### src/rtl/irq_cascade.sv
module irq_cascade #(
  parameter int GW = 8,
  parameter int AW = 3,
  parameter int DW = 32,
  parameter int TN = 2,
  parameter int MAP_BIT0 = 2,
  parameter int MAP_BIT1 = 3
) (
  input  logic          clk,
  input  logic          rst_n,
  input  logic [AW-1:0] reg_addr,
  input  logic          reg_we,
  input  logic [DW-1:0] reg_wdata,
  output logic [DW-1:0] reg_rdata,
  input  logic [GW-1:0] l0_set,
  input  logic [GW-1:0] l0_clr,
  input  logic [GW-1:0] l1_set,
  input  logic [GW-1:0] l1_clr,
  input  logic [GW-1:0] map_src,
  input  logic [TN-1:0] tmr_in,
  output logic          irq_l0,
  output logic          irq_l1,
  output logic [TN-1:0] irq_tmr
);
  localparam logic [AW-1:0] A_L0S = 3'd0, A_L0M = 3'd1, A_L1S = 3'd2, A_L1M = 3'd3,
                            A_MPS = 3'd4, A_MM0 = 3'd5, A_MM1 = 3'd6, A_TCL = 3'd7;
  localparam logic [GW-1:0] ONE  = {{(GW-1){1'b0}}, 1'b1};
  localparam logic [GW-1:0] RES0 = ONE << MAP_BIT0;
  localparam logic [GW-1:0] RES1 = ONE << MAP_BIT1;

  logic [GW-1:0] l0_st, l0_mask, l1_st, l1_mask, map_st, map_m0, map_m1;
  logic [GW-1:0] l0_view, l1_view;
  logic [TN-1:0] tmr_q, tmr_clr;
  logic          map_hit0, map_hit1;

  assign map_hit0 = |(map_m0 & map_st);
  assign map_hit1 = |(map_m1 & map_st);
  assign l0_view  = (l0_st & ~RES0) | (map_hit0 ? RES0 : '0);
  assign l1_view  = (l1_st & ~RES1) | (map_hit1 ? RES1 : '0);
  assign irq_l0   = |(l0_mask & l0_view);
  assign irq_l1   = |(l1_mask & l1_view);
  assign tmr_clr  = (reg_we && reg_addr == A_TCL) ? reg_wdata[TN-1:0] : '0;

  always_ff @(posedge clk or negedge rst_n) begin
    if (!rst_n) begin
      l0_st   <= '0;
      l1_st   <= '0;
      map_st  <= '0;
      tmr_q   <= '0;
      irq_tmr <= '0;
    end else begin
      l0_st   <= ((l0_st & ~l0_clr) | l0_set) & ~RES0;
      l1_st   <= ((l1_st & ~l1_clr) | l1_set) & ~RES1;
      map_st  <= map_src;
      tmr_q   <= tmr_in;
      irq_tmr <= (irq_tmr & ~tmr_clr) | (tmr_in & ~tmr_q);
    end
  end

  always_ff @(posedge clk or negedge rst_n) begin
    if (!rst_n) begin
      l0_mask <= '0;
      l1_mask <= '0;
      map_m0  <= '0;
      map_m1  <= '0;
    end else if (reg_we) begin
      case (reg_addr)
        A_L0M:   l0_mask <= reg_wdata[GW-1:0];
        A_L1M:   l1_mask <= reg_wdata[GW-1:0];
        A_MM0:   map_m0  <= reg_wdata[GW-1:0];
        A_MM1:   map_m1  <= reg_wdata[GW-1:0];
        default: ;
      endcase
    end
  end

  always_comb begin
    reg_rdata = '0;
    case (reg_addr)
      A_L0S:   reg_rdata[GW-1:0] = l0_view;
      A_L0M:   reg_rdata[GW-1:0] = l0_mask;
      A_L1S:   reg_rdata[GW-1:0] = l1_view;
      A_L1M:   reg_rdata[GW-1:0] = l1_mask;
      A_MPS:   reg_rdata[GW-1:0] = map_st;
      A_MM0:   reg_rdata[GW-1:0] = map_m0;
      A_MM1:   reg_rdata[GW-1:0] = map_m1;
      default: reg_rdata = '0;
    endcase
  end
endmodule

### config.mk
export PLATFORM = sky130hd
export DESIGN_NAME = irq_cascade
export DESIGN_NICKNAME = d
export VERILOG_FILES = /design/src/rtl/irq_cascade.sv
export SDC_FILE = /design/constraint.sdc
export NUM_CORES = 1
export LEC_CHECK = 0
export ABC_CLOCK_PERIOD_IN_PS = 1000
export BUFFER_PORTS_ARGS = -buffer_cell sky130_fd_sc_hd__buf_2
export CORE_AREA = 2 2 86 88
export CTS_CLUSTER_SIZE = 28
export DETAILED_ROUTE_END_ITERATION = 16
export DIE_AREA = 0 0 88 90
export GPL_TIMING_DRIVEN = 0
export PLACE_DENSITY = 0.85
export SLEW_MARGIN = 40
export SYNTH_ARGS = -nofsm -noshare
export SYNTH_HDL_FRONTEND = slang
export SYNTH_SLANG_ARGS = --single-unit
export TNS_END_PERCENT = 10
### constraint.sdc
create_clock -name clk -period 1 [get_ports clk]
set_clock_uncertainty 0.05 [all_clocks]
set_input_delay 0.05 -clock clk [delete_from_list [all_inputs] [get_ports clk]]
set_output_delay 0.05 -clock clk [all_outputs]
set_load 0.005 [all_outputs]
==> results.cfg, run 1 <==
[placed_design]
place_inst = 424
dpl_cell_area_sq_um = 3520
gp_congestion = 0.898
io_buffers = 62
dpl.hpwl_um = 5230

[grt]
grtUsageTotal_pct = 20.6
antenna_found_initial = 0
overflow = 0
grt_pass1_vias = 2450
grt_pass1_wl_um = 12200
grt_start_max_net_pins = 59

[floorplan]
start_util_pct = 42.6
die-width_um = 88
die_h_um = 90
std_cell_rows = 31
boundaryPins = 116
die_area_sq_um = 7920
core_area_sq_um = 7020

[setup_path]
cp.required_ps = 900
crit_type = flip-flop to primary output
worst_setup_path_start_kind = flip-flop
r2r_slack_ps = 60
max_stage_delay_ps = 470
cp_cell_sequence = a222oi_1 > nand3_1 > a21o_1 > buf_2
cp_top_family = compound AO/OA/AOI/OAI gates
cp.arrival_ps = 1650
cp-startpoint = l0_st[0]
cp_slowest_cell = a222oi_1
crit_buf_inv = 1
r2r-start = l0_mask[0]
critPathMaxFanout = 2
endpoint_kind = primary output

[finish]
antenna_cells = 0
stdcell_count = 490
areaGrowthSynthToFinish_pct = 43.6
final_util_pct = 61.2
fillCellCount = 539
finish.instance_area_sq_um = 4300
nets = 466
layout-drive-gt1-share_pct = 40.9

[worst_hold_path]
hold_class = primary input to flip-flop
hp-start = reg_we

[cts]
ctsRootBufferMaster = clkbuf_8
clk_pin_slew_ps = 70
cts.sinks = 58
clock_latency_ps = 340
numCtsBuffers = 9
cts_buffer_depth = 2
htreeDepth = 3
cts_tree = yes

[outcome]
violations = setup timing
outcome = finished, violations left

[pwr]
peakVddDrop_uv = 1150
leakagePower_nw = 2.10
powerDensity_nw_per_um2 = 1670

[sta]
rsz0062_at_grt = true
maxSlewHeadroom_pct = 51.8
hold_viol = 0
clock.fmax_mhz = 571
slew_viol_final = 0
finalSetupViolCount = 10
tightest_slew_ps = 724
final.period_utilization_pct = 175
min_period_ps = 1750
setup_slack_ps = -752

[drt]
drtPass1Iterations = 4
drc = 0
ant_nets = 0
num_vias = 2415
totalWireLength_um = 7570
drt_iter0_drc = 164
vias_per_cell = 4.93
wl_per_cell_um = 15.5

[yosys]
synth-main-ff-cell = dfrtp_1
synth_seq_area_share_pct = 48.5
syn_inst = 240
syn-cell-area_sq_um = 2990
synth_edf_count = 0
async_reset_ff_share_pct = 100
synth_area_leaders = dfrtp_1 (48%), mux2_2 (7.9%), buf_4 (6.3%)
ys_warn_count = 0
yosys.area.top_type = dfrtp_1
yosysMostFrequentCell = dfrtp_1
synth_cell_type_count = 40
ys_ff_latch = 58
synth_commonest_cells = dfrtp_1 (58), buf_4 (25), mux2_2 (21), inv_1 (18), a21o_1 (16)
yosysTopAreaCellShare_pct = 48.5
syn_area_per_cell_sq_um = 12.5

[job]
cap_violations = 0
==> state kept, by name (all words and copies together) (netlist names) <==
register,cells
map_st,8
l1_mask,8
l1_st,7
map_m0,8
l0_st,7
tmr_q,2
l0_mask,8
irq_tmr,2
map_m1,8
==> path summary, 6_finish.rpt <==
check / to / cells after the start
setup reg to reg: l0_mask[0] / 2
hold / removal: l1_mask[1] / 3
max in group asynchronous: l0_st[4] / 2
setup / recovery: irq_l0 / 4
min in group asynchronous: l1_mask[4] / 2
hold reg to reg: irq_tmr[0] / 1
==> power breakdown <==
part           switching [mW]  internal, mW  total, mW
clock                   0.967          1.73       2.69
combinational           0.555         0.881       1.44
sequential              0.334          2.70       3.03
==> cell families after synthesis <==
logic type	Yosys count	share of synthesized area [%]
multiplexers	45	19.8
AO/OA/AOI/OAI	55	13.2
flip-flops	58	48.5
other	1	0.125
AND/OR/NAND/NOR	30	7.27
buffers and inverters	51	11.1
==> placed cells by master, fill, tap and decap left out, types with 6 or more instances in the layout <==
cell type | netlist | layout
buf_2 | 2 | 62
dfrtp_1 | 58 | 58
dlygate4sd3_1 | 0 | 47
buf_4 | 25 | 29
conb_1 | 1 | 24
mux2_2 | 21 | 21
inv_1 | 18 | 18
a21o_1 | 16 | 16
clkbuf_8 | 0 | 10
mux2i_1 | 9 | 9
a21oi_1 | 8 | 8
mux2_4 | 8 | 8
a22oi_1 | 12 | 7
mux4_2 | 6 | 6
==> through the flow <==
stage | hold slack (ps) | worst slack [ps] | setup TNS (ps) | power [mW]
6_report | 151 | -752 | -6730 | 7.16
5_1_grt | 195 | -777 | -7150 | 7.48
4_1_cts | 146 | -746 | -6740 | 7.16
3_5_place_dp | 105 | -405 | -8370 | 4.28
3_3_place_gp | 109 | -377 | -21040 | 4.22
2_1_floorplan | -296 | -85.1 | -1420 | 3.79
==> tightest hold or removal path: stages <==
cell	delay, ps
buf_2	160
nand4b_4	190
o21ai_0	90
==> final cells by class <==
| cell class | count | area [sq um] | share of cell area [%] |
|---|---|---|---|
| plain buffers | 33 | 277 | 6.44 |
| clock buffers | 10 | 138 | 3.20 |
| clock inverters | 6 | 114 | 2.65 |
| inverters | 18 | 67.6 | 1.57 |
| multi-input cells | 154 | 1320 | 30.7 |
| flip-flops and latches | 58 | 1450 | 33.8 |
| well taps | 99 | 124 | 2.88 |
| repair buffers | 112 | 806 | 18.8 |
==> layer usage <==
metal	global-route usage [%]	routed length, um
met1	27.3	3230
met2	31.8	3610
met3	5.05	474
met5	0	0
met4	8.97	262
==> timing repair <==
item | CTS | global route
buffers inserted | 3 | 0
hold endpoints to repair | 116 | 0
resized for setup | 2 | 5
hold buffers | 47 | 0
pin swaps | 4 | 5
endpoints found under the setup margin | 10 | 12
Power figures use the tool's default switching activity.
==> inputs of run 2 (changes only) <==
--- a/config.mk
+++ b/config.mk
@@ -8,6 +8,7 @@
 export ABC_CLOCK_PERIOD_IN_PS = 1000
 export BUFFER_PORTS_ARGS = -buffer_cell sky130_fd_sc_hd__buf_2
 export CORE_AREA = 2 2 86 88
+export CTS_BUF_LIST = sky130_fd_sc_hd__clkbuf_16
 export CTS_CLUSTER_SIZE = 28
 export DETAILED_ROUTE_END_ITERATION = 16
 export DIE_AREA = 0 0 88 90
==> results.cfg, run 2 (synthesized netlist as in run 1, its figures left out) <==
[outcome]
outcome = finished, violations left
violations = setup timing

[placed_design]
place_inst = 424
dpl_cell_area_sq_um = 3520
dpl.hpwl_um = 5230
gp_congestion = 0.898
io_buffers = 62

[setup_path]
worst_setup_path_start_kind = flip-flop
endpoint_kind = primary output
critPathMaxFanout = 3
r2r_end = l0_mask[0]
reg2reg_depth = 2
r2r_slack_ps = 70
crit_type = flip-flop to primary output
cp.arrival_ps = 1630
cp.required_ps = 900
r2r-start = l0_mask[0]

[drt]
vias_per_cell = 4.92
ant_nets = 0
totalWireLength_um = 7700
num_vias = 2410
wl_per_cell_um = 15.7
drc = 0
drt_iter0_drc = 143
drtPass1Iterations = 6

[sta]
maxSlewHeadroom_pct = 65.6
min_period_ps = 1730
holdWs_ps = 175
setup_slack_ps = -732
clock.fmax_mhz = 578
setup-tns-final_ps = -6570
final.period_utilization_pct = 173
slew_viol_final = 0
rsz0062_at_grt = true
hold_viol = 0
tightest_slew_ps = 515
finalSetupViolCount = 10

[finish]
finish.instance_area_sq_um = 4390
antenna_cells = 0
nets = 466
final_common_cell = buf_2
areaGrowthSynthToFinish_pct = 46.6
layout_common_cells = buf_2 (62), dfrtp_1 (58), dlygate4sd3_1 (47), buf_4 (28), conb_1 (24)
layout-drive-gt1-share_pct = 40.4
stdcell_count = 490

[cts]
numCtsBuffers = 9
cts.sinks = 58
clk_pin_slew_ps = 50
clock_latency_ps = 330
htreeDepth = 3
cts_tree = yes
ctsRootBufferMaster = clkbuf_16
cts_buffer_depth = 2

[grt]
grt_start_max_net_pins = 59
grt_pass1_wl_um = 12200
overflow = 0
antenna_found_initial = 0
grtUsageTotal_pct = 20.8
grt_pass1_vias = 2431

[worst_hold_path]
hp-start = reg_we
hold_class = primary input to flip-flop
hold_depth = 4
worstHoldEndpoint = irq_tmr[0]

[pwr]
peakVddDrop_uv = 1170
internal_power_mw = 6.00
netSwitchingPower_mw = 1.97
p_total_mw = 7.97
pwr-share-seq_pct = 38.0
netSwitchingFraction_pct = 24.7
clkPwrFrac_pct = 43.9
share_comb_of_total_power_pct = 18.1
leakagePower_nw = 2.14
powerDensity_nw_per_um2 = 1820

[floorplan]
core_area_sq_um = 7020
start_util_pct = 42.6
die-width_um = 88
die_h_um = 90
die_area_sq_um = 7920
boundaryPins = 116
std_cell_rows = 31

[job]
cap_violations = 0
==> run 2: routing by layer <==
layer  part of all wire (%)  up-vias  track usage [%]  wire [um]
met5                      0        -                0          0
li1                       -     1119                -          -
met1                     42     1163             27.1       3200
met2                     50      114             32.4       3810
met3                    6.9       14             5.60        531
met4                    2.0        0             8.46        154
==> run 2: metrics by stage <==
step	util [%]	worst slack [ps]
detailed placement	50.2	-405
floorplan	-	-85.1
CTS	62.2	-732
global placement	50.2	-377
finish	62.5	-732
global route	62.5	-755
==> run 2: worst max-delay path: stages (launching register included) <==
cell	delay [ps]
dfrtp_1	390
a222oi_1	440
nand3_1	150
a21o_1	190
buf_2	130
==> run 2: power by group through the flow <==
stage | clock network (mW) | logic [mW] | registers (mW)
final | 3.50 | 1.44 | 3.03
after global placement | 0 | 1.20 | 3.02
after CTS | 3.56 | 1.41 | 3.01
after floorplan | 0 | 0.869 | 2.92
after global routing | 3.67 | 1.57 | 3.07
after detailed placement | 0 | 1.24 | 3.05
==> run 2: layout make-up <==
class	instances	area, sq um
fill	534	2630
tap	99	124
clock inverter	7	118
inverter	18	67.6
timing repair buffer	112	810
clock buffer	9	225
buffer	33	277
multi-input combinational	154	1320
sequential	58	1450
==> run 2: what timing repair did <==
action,4_1_cts,5_1_grt
endpoints found under the setup margin,10,44
cloned,0,0
buffers inserted,3,0
gates resized for setup,1,7
hold endpoints to repair,116,0
hold buffers,47,0
pin swaps,5,4
==> run 2: worst max path at each step <==
stage	start	cells after the start	endpoint	slack (ps)
finish	l0_st[3]	4	irq_l0	-730
global placement	l1_st[4]	4	irq_l1	-380
detailed placement	l0_st[0]	4	irq_l0	-400
floorplan	reg_addr[0]	5	l0_mask[0]	-90
CTS	l0_mask[0]	4	irq_l0	-730
global route	l0_st[3]	4	irq_l0	-750
==> inputs of run 3 (changes only) <==
==> constraint.sdc (replaced) <==
create_clock -name clk -period 1 [get_ports clk]
set_clock_uncertainty 0.05 [all_clocks]
set_input_delay 0.05 -clock clk [delete_from_list [all_inputs] [get_ports clk]]
set_output_delay 0.05 -clock clk [all_outputs]
set_load 0.05 [all_outputs]
==> results.cfg, run 3 (synthesized netlist as in run 1, its figures left out) <==
[setup_path]
worst-path-stages = 4
r2r_slack_ps = 60
crit_type = flip-flop to primary output
worst_setup_path_start_kind = flip-flop
r2r_end = l0_mask[0]
cp-startpoint = l0_st[3]
max_stage_delay_ps = 430
cp_slowest_cell = a222oi_1
cp.arrival_ps = 1690
r2r-start = l0_mask[0]
endpoint_kind = primary output
critPathMaxFanout = 3
reg2reg_depth = 2
cp_top_family = compound AO/OA/AOI/OAI gates
endpoint = irq_l0
crit_buf_inv = 1
cp_cell_sequence = a222oi_1 > nand3_1 > a21o_1 > buf_6
cp.required_ps = 900

[sta]
maxSlewHeadroom_pct = 52.8
holdWs_ps = 163
rsz0062_at_grt = true
hold_viol = 0
clock.fmax_mhz = 560
tightest_slew_ps = 707
final.period_utilization_pct = 179
setup-tns-final_ps = -6940
finalSetupViolCount = 10
setup_slack_ps = -787
slew_viol_final = 0
min_period_ps = 1790

[placed_design]
dpl_cell_area_sq_um = 3560
dpl.hpwl_um = 5310
pre_cts_ws_ps = -481
gp_congestion = 0.927
io_buffers = 62

[grt]
grt_use_met3_pct = 6.06
grtUsageTotal_pct = 21.6
grt_start_max_net_pins = 59
use_met1_pct = 26.3
overflow = 0
met2_usage_pct = 35.5
grt_pass1_vias = 2529
top_usage_layer = met2
grt_pass1_wl_um = 12700
antenna_found_initial = 0

[pwr]
powerDensity_nw_per_um2 = 1730
leakagePower_nw = 2.15
peakVddDrop_uv = 1170

[finish]
final_common_cell = dfrtp_1
nets = 468
fillCellCount = 535
multiInputGateArea_sq_um = 1390
ff_latch_area_sq_um = 1450
finish.instance_area_sq_um = 4460
antenna_cells = 0
final_util_pct = 63.5
layout_common_cells = dfrtp_1 (58), buf_2 (49), dlygate4sd3_1 (47), buf_4 (32), conb_1 (24)
areaGrowthSynthToFinish_pct = 48.9
layout-drive-gt1-share_pct = 44.2

[drt]
totalWireLength_um = 8160
num_vias = 2413
ant_nets = 0
drtPass1Iterations = 5
drc = 0
vias_per_cell = 4.92
drt_iter0_drc = 151
wl_per_cell_um = 16.6

[cts]
ctsRootBufferMaster = clkbuf_16
htreeDepth = 3
numCtsBuffers = 9
cts_tree = yes
clock_latency_ps = 330
clk_pin_slew_ps = 50
cts.sinks = 58
cts_buffer_depth = 2

[worst_hold_path]
hold_class = primary input to flip-flop
hp-start = reg_we

[floorplan]
core_area_sq_um = 7020
std_cell_rows = 31
boundaryPins = 116
start_util_pct = 42.6
die_h_um = 90
die_area_sq_um = 7920
die-width_um = 88

[outcome]
outcome = finished, violations left
violations = setup timing

[job]
cap_violations = 0
## run 3: changes by cell type in the layout (fill, tap and decap cells not counted), moves of 3 or more
cell	before	now
a21oi_2	0	4
nor2_1	5	0
buf_4	28	32
a21oi_1	8	3
buf_6	6	18
buf_2	62	49
nor2_2	0	4
bufinv_16	3	0
## run 3: what timing repair did
item / 4_1_cts / 5_1_grt
hold endpoints to repair: 115 / 0
gates resized for setup: 30 / 11
setup buffers: 3 / 2
pin swaps: 7 / 8
hold buffers: 47 / 0
setup endpoints to repair: 14 / 13
## run 3: worst min-delay path by stage
stage / to / slack, ps / cells past startpoint
floorplan: irq_tmr[0] / -300 / 0
global placement: map_st[7] / 110 / 1
detailed placement: l0_st[5] / 100 / 1
CTS: irq_tmr[1] / 170 / 4
global route: irq_tmr[1] / 190 / 4
finish: irq_tmr[1] / 160 / 4
## run 3: cell type report
| class | instances | share of cell area [%] |
|---|---|---|
| buffer | 33 | 6.15 |
| clock inverter | 5 | 0.562 |
| inverter | 18 | 1.52 |
| multi-input combinational | 154 | 31.2 |
| sequential | 58 | 32.6 |
| tap | 99 | 2.78 |
| timing repair buffer | 114 | 20.2 |
| clock buffer | 9 | 5.05 |
## run 3: routing by layer
| layer | up-vias | wire length [um] |
|---|---|---|
| li1 | 1119 | - |
| met4 | 0 | 208 |
| met3 | 21 | 419 |
| met2 | 89 | 4180 |
| met5 | - | 0 |
| met1 | 1184 | 3350 |
## run 3: report_power, final
group	internal [mW]	total, mW	switching (mW)
combinational	1.03	2.07	1.04
sequential	2.70	3.04	0.339
clock	1.61	2.60	0.990
total	5.35	7.71	2.37
## run 3: metrics by stage
step           power (mW)  std cells
3_3_place_gp         4.69        424
4_1_cts              7.67        488
6_report             7.71        490
5_1_grt              8.05        490
2_1_floorplan        4.26        263
3_5_place_dp         4.75        424
## run 3: worst register-to-register path: cells and delay by family (launching register included)
kind	cells	cell delay (ps)
buf+inv	1	130
flops	1	390
mux	1	250
